## src/rtl/dbgreg_pkg.sv

```systemverilog
package dbgreg_pkg;

    localparam int REG_W = 32;

    // Field positions decoded by the debug unit
    localparam int GE_BIT   = 31;
    localparam int HALT_BIT = 30;

    // Fields each port may write; the two masks are disjoint
    localparam logic [REG_W-1:0] SW_WMASK = 32'h8000_0000;
    localparam logic [REG_W-1:0] JT_WMASK = 32'h40DF_0000;

    typedef enum logic [1:0] {
        JT_IDLE  = 2'd0,
        JT_ARMED = 2'd1,
        JT_SHIFT = 2'd2
    } jt_state_e;

endpackage

```

## src/rtl/dbgreg_store.sv

```systemverilog
module dbgreg_store
    import dbgreg_pkg::*;
#(
    parameter int             W       = REG_W,
    parameter logic [W-1:0]   SW_MASK = SW_WMASK,
    parameter logic [W-1:0]   JT_MASK = JT_WMASK
) (
    input  logic         clk,
    input  logic         core_rst_n,
    input  logic         trst_n,
    input  logic         sw_we,
    input  logic [W-1:0] sw_wdata,
    input  logic         jt_we,
    input  logic [W-1:0] jt_wdata,
    output logic [W-1:0] value
);

    logic [W-1:0] sw_q;
    logic [W-1:0] jt_q;

    // Software-owned fields live in the core reset domain
    always_ff @(posedge clk or negedge core_rst_n) begin
        if (!core_rst_n) begin
            sw_q <= '0;
        end else if (sw_we) begin
            sw_q <= sw_wdata & SW_MASK;
        end
    end

    // Debugger-owned fields live in the JTAG reset domain
    always_ff @(posedge clk or negedge trst_n) begin
        if (!trst_n) begin
            jt_q <= '0;
        end else if (jt_we) begin
            jt_q <= jt_wdata & JT_MASK;
        end
    end

    assign value = sw_q | jt_q;

    AST_SW_WRITE_LANDS: assert property (@(posedge clk) disable iff (!core_rst_n || !trst_n)
        sw_we |=> ((value & SW_MASK) == ($past(sw_wdata) & SW_MASK)));

    AST_SW_FIELD_HOLD: assert property (@(posedge clk) disable iff (!core_rst_n || !trst_n)
        !sw_we |=> $stable(value & SW_MASK));

    AST_JT_FIELD_HOLD: assert property (@(posedge clk) disable iff (!core_rst_n || !trst_n)
        !jt_we |=> $stable(value & JT_MASK));

endmodule

```

## src/rtl/dbgreg_sw_port.sv

```systemverilog
module dbgreg_sw_port
    import dbgreg_pkg::*;
#(
    parameter int W = REG_W
) (
    input  logic         clk,
    input  logic         core_rst_n,
    input  logic         wr_en,
    input  logic         rd_en,
    input  logic         priv,
    input  logic [W-1:0] cur_value,
    output logic         we,
    output logic [W-1:0] rdata,
    output logic         err
);

    logic denied;

    assign denied = (wr_en || rd_en) && !priv;
    assign we     = wr_en && priv;

    always_comb begin
        rdata = '0;
        if (rd_en && priv) begin
            rdata = cur_value;
        end
    end

    always_ff @(posedge clk or negedge core_rst_n) begin
        if (!core_rst_n) begin
            err <= 1'b0;
        end else begin
            err <= denied;
        end
    end

    AST_ERR_ON_DENY: assert property (@(posedge clk) disable iff (!core_rst_n)
        ((wr_en || rd_en) && !priv) |=> err);

    AST_ERR_ONLY_ON_DENY: assert property (@(posedge clk) disable iff (!core_rst_n)
        !((wr_en || rd_en) && !priv) |=> !err);

endmodule

```

## src/rtl/dbgreg_jtag_dr.sv

```systemverilog
module dbgreg_jtag_dr
    import dbgreg_pkg::*;
#(
    parameter int W = REG_W
) (
    input  logic         clk,
    input  logic         trst_n,
    input  logic         capture,
    input  logic         shift,
    input  logic         update,
    input  logic         tdi,
    input  logic [W-1:0] cap_data,
    output logic         tdo,
    output logic         upd_we,
    output logic [W-1:0] upd_data
);

    jt_state_e    state_q;
    jt_state_e    state_d;
    logic [W-1:0] sr_q;

    // Next-state logic: capture has top priority, then shift, then update
    always_comb begin
        state_d = state_q;
        if (capture) begin
            state_d = JT_ARMED;
        end else begin
            unique case (state_q)
                JT_IDLE: begin
                    state_d = JT_IDLE;
                end
                JT_ARMED: begin
                    if (shift) begin
                        state_d = JT_SHIFT;
                    end else if (update) begin
                        state_d = JT_IDLE;
                    end
                end
                JT_SHIFT: begin
                    if (!shift && update) begin
                        state_d = JT_IDLE;
                    end
                end
                default: begin
                    state_d = JT_IDLE;
                end
            endcase
        end
    end

    // State register
    always_ff @(posedge clk or negedge trst_n) begin
        if (!trst_n) begin
            state_q <= JT_IDLE;
        end else begin
            state_q <= state_d;
        end
    end

    // Shift register
    always_ff @(posedge clk or negedge trst_n) begin
        if (!trst_n) begin
            sr_q <= '0;
        end else if (capture) begin
            sr_q <= cap_data;
        end else if (shift) begin
            sr_q <= {tdi, sr_q[W-1:1]};
        end
    end

    // Outputs
    always_comb begin
        upd_we   = 1'b0;
        upd_data = sr_q;
        tdo      = sr_q[0];
        unique case (state_q)
            JT_IDLE:  upd_we = 1'b0;
            JT_ARMED: upd_we = update && !capture && !shift;
            JT_SHIFT: upd_we = update && !capture && !shift;
            default:  upd_we = 1'b0;
        endcase
    end

    AST_CAPTURE_LOADS: assert property (@(posedge clk) disable iff (!trst_n)
        capture |=> (sr_q == $past(cap_data)));

    AST_SHIFT_ENTERS_MSB: assert property (@(posedge clk) disable iff (!trst_n)
        (shift && !capture) |=> (sr_q[W-1] == $past(tdi)));

    AST_UPDATE_DISARMS: assert property (@(posedge clk) disable iff (!trst_n)
        upd_we |=> (state_q == JT_IDLE));

    AST_CAPTURE_BEATS_UPDATE: assert property (@(posedge clk) disable iff (!trst_n)
        capture |-> !upd_we);

endmodule

```

## src/rtl/dbg_ctl_reg.sv

```systemverilog
module dbg_ctl_reg
    import dbgreg_pkg::*;
(
    input  logic             clk,
    input  logic             core_rst_n,
    input  logic             trst_n,
    input  logic             sw_wr_en,
    input  logic             sw_rd_en,
    input  logic             sw_priv,
    input  logic [REG_W-1:0] sw_wdata,
    output logic [REG_W-1:0] sw_rdata,
    output logic             sw_err,
    input  logic             jtag_capture,
    input  logic             jtag_shift,
    input  logic             jtag_update,
    input  logic             jtag_tdi,
    output logic             jtag_tdo,
    output logic [REG_W-1:0] ctl_value
);

    logic             sw_we;
    logic             jt_we;
    logic [REG_W-1:0] jt_wdata;
    logic [REG_W-1:0] word;

    dbgreg_sw_port #(.W(REG_W)) u_sw (
        .clk        (clk),
        .core_rst_n (core_rst_n),
        .wr_en      (sw_wr_en),
        .rd_en      (sw_rd_en),
        .priv       (sw_priv),
        .cur_value  (word),
        .we         (sw_we),
        .rdata      (sw_rdata),
        .err        (sw_err)
    );

    dbgreg_jtag_dr #(.W(REG_W)) u_jtag (
        .clk      (clk),
        .trst_n   (trst_n),
        .capture  (jtag_capture),
        .shift    (jtag_shift),
        .update   (jtag_update),
        .tdi      (jtag_tdi),
        .cap_data (word),
        .tdo      (jtag_tdo),
        .upd_we   (jt_we),
        .upd_data (jt_wdata)
    );

    dbgreg_store #(
        .W       (REG_W),
        .SW_MASK (SW_WMASK),
        .JT_MASK (JT_WMASK)
    ) u_store (
        .clk        (clk),
        .core_rst_n (core_rst_n),
        .trst_n     (trst_n),
        .sw_we      (sw_we),
        .sw_wdata   (sw_wdata),
        .jt_we      (jt_we),
        .jt_wdata   (jt_wdata),
        .value      (word)
    );

    assign ctl_value = word;

    AST_UNPRIV_NO_CHANGE: assert property (@(posedge clk) disable iff (!core_rst_n || !trst_n)
        (sw_wr_en && !sw_priv && !jtag_update) |=> $stable(ctl_value));

endmodule

```

## config.mk

```make
export PLATFORM = sky130hd
export DESIGN_NAME = dbg_ctl_reg
export DESIGN_NICKNAME = d
export VERILOG_FILES = /design/src/rtl/dbgreg_pkg.sv /design/src/rtl/dbgreg_store.sv /design/src/rtl/dbgreg_sw_port.sv /design/src/rtl/dbgreg_jtag_dr.sv /design/src/rtl/dbg_ctl_reg.sv
export SDC_FILE = /design/constraint.sdc
export NUM_CORES = 1
export LEC_CHECK = 0
export ABC_AREA = 1
export CORE_MARGIN = 4
export CORE_UTILIZATION = 35
export DETAILED_ROUTE_END_ITERATION = 16
export DONT_BUFFER_PORTS = 1
export PLACE_DENSITY = 0.61
export SLEW_MARGIN = 15
export SYNTH_ARGS = -nofsm -noshare
export SYNTH_HDL_FRONTEND = slang
export SYNTH_HIERARCHICAL = 1
export SYNTH_SLANG_ARGS = --single-unit
```

## constraint.sdc

```tcl
create_clock -name clk -period 1.47 [get_ports clk]
set_clock_uncertainty 0.15 [all_clocks]
set_input_delay 0.3675 -clock clk [delete_from_list [all_inputs] [get_ports clk]]
set_output_delay 0.3675 -clock clk [all_outputs]
set_load 0.1 [all_outputs]
```

==> results.md <==
- Root buffer cell: clkbuf_8
- Failing checks: negative hold slack, negative setup slack
- Critical path class: reg2out
- Clock-pin slew on the worst setup and hold paths: 80 ps
- PwrDens: 1191 nW/um^2
- Die Ht: 92.58 microns
- Vias in the first global route: 1964
- YS warnings: 6
- Area after DPL: 2899 sq um
- Post-CTS Setup Inserts: 0
- Final period utilization: 1.068
- Status: finished with violations
- Fraction of layout cells with a size suffix above 1: 0.2873
- CTS tree: built
- Final Cell Area: 3162 sq um
- CP Max Fanout: 2
- Hold slack: -377.4 ps
- Data arrival, critical path: 1050 ps
- Netlist Area Pre-Place: 2504 sq um
- Final Critical Period: 1570 ps
- Via count: 1925
- Worst Setup Slack, final: -100.1 ps
- Drt first pass iters: 4
- Initial Util: 0.3645
- Leading cell type in the layout, fill and taps excluded: nand2_1
- Vias per std cell: 4.268
- Clk sinks: 44
- Slew at the pin closest to its max-slew limit: 1063 ps
- CTS H-tree depth: 2
- Final TNS setup: -978.7 ps
- Final Setup Violations: 20
- Final wirelength: 5.345 mm
- R2R setup slack: 0 ps
- Syn-to-layout area delta: 26.29%
- Post-route DRC: 0
- Setup crit end kind: primary output
- Global-route wire length before repair: 9.149 mm
- Unrepaired setup endpoints after global routing: yes
- Worst IR Drop VDD: 0.0004429 V
- Static Leak: 0.001424 uW
- Final Wtd Congestion: 0.7200
- Initial antenna violation count: 0
- Boundary Pins: 108
- Post-synthesis cell count: 332
- Worst skew pair latency: 280 ps
- Final Util: 0.4603
- Total Power: 3766 uW
- Worst Reg-to-Reg Cells: 6
- Layout net count: 399
- Filler Cell Count: 653
- Reg-to-reg critical path endpoint: u_store/jt_q[18]
- DR iter-0 viols: 48
- Worst setup path startpoint: u_store/jt_q[18]
- Total track usage: 0.1315
- Worst-case clock buffer depth: 2
- Num CTS Buffers: 5
- Largest net degree at the start of global routing: 43
- Most frequent cells in the layout: 126 x nand2_1, 35 x dfrtp_1, 33 x nand3_1
- Max Cap Viol: 0
- Antenna-violating nets left: 0
- Final Max Tran Viols: 0
- Total grt overflow: 0
- Worst hold path class: in2async
- Startpoint Class: register
- ANT cells: 0
- Num rows: 30
- Die area: 8570 sq um
- Syn_area_per_cell: 7.541 sq um
- CP required: 950 ps
- HPWL after DPL: 3.713 mm
- WL/cell: 11.85 microns
- Die W: 92.58 microns
- Fmax: 636.9 MHz
- RR Startpoint: u_jtag/state_q[0]
- Hold Buf Count CTS: 2
- I/O Buffers: 0
- Core Footprint: 6869 sq um
- Slew HR: 0.2907
- Final Hold Viols: 42
- Setup crit end: sw_rdata[18]
[stage by stage]
| step | worst slack, ps | std cells |
|---|---|---|
| 2_1_floorplan | -207.1 | 354 |
| 3_3_place_gp | -36.93 | 442 |
| 3_5_place_dp | -34.20 | 442 |
| 4_1_cts | -104.6 | 451 |
| 5_1_grt | -145.6 | 451 |
| 6_report | -100.1 | 451 |
[critical path, cell delays in order (launching register included)]
cell and delay [ps]:
dfrtp_4 500, inv_2 80, nor2_4 40, buf_12 160
[repair_timing]
item,in CTS,in global routing
setup endpoints to repair,26,28
hold endpoints to repair,45,42
pin swaps,2,7
gates resized for setup,13,32
[routing by layer]
metal / share of wire / vias to the layer above / global-route usage
met2: 0.50 / 54 / 0.2356
met5: 0 / - / 0
met3: 0.061 / 5 / 0.03737
met1: 0.43 / 881 / 0.1504
li1: - / 985 / -
met4: 0.0079 / 0 / 0.04084
[final cells by class]
type,count,area [sq um],share of cell area
flip-flops and latches,44,1135,0.3589
repair buffers,31,509.2,0.1611
clock buffers,6,72.57,0.02295
clock inverters,1,5.005,0.001583
multi-input cells,232,1146,0.3625
well taps,96,120.1,0.03799
inverters,41,173.9,0.05501
[worst min-delay path by stage]
stage	from	end	slack [ps]	cells after the start
after floorplan	trst_n	u_jtag/state_q[0]	-80	0
after global placement	core_rst_n	u_sw/err	-80	0
after detailed placement	core_rst_n	u_sw/err	-80	0
after CTS	trst_n	u_store/jt_q[30]	-400	0
after global routing	trst_n	u_jtag/upd_data[0]	-410	0
final	trst_n	u_jtag/upd_data[24]	-380	0
[sequential cells by signal (all words and copies together), names as in the netlist]
| name | cells |
|---|---|
| u_store/jt_q | 8 |
| u_store/sw_q | 1 |
| u_sw/err | 1 |
| u_jtag/state_q | 2 |
| u_jtag/upd_data | 32 |
[power by group]
group | switching (uW) | leakage [uW] | total, uW | internal [uW]
Combinational | 1190 | 0.000837 | 1560 | 367
Sequential | 124 | 0.000546 | 1510 | 1390
Clock | 375 | 0.0000410 | 698 | 323
Note: power is estimated with default switching activity, not from simulation.
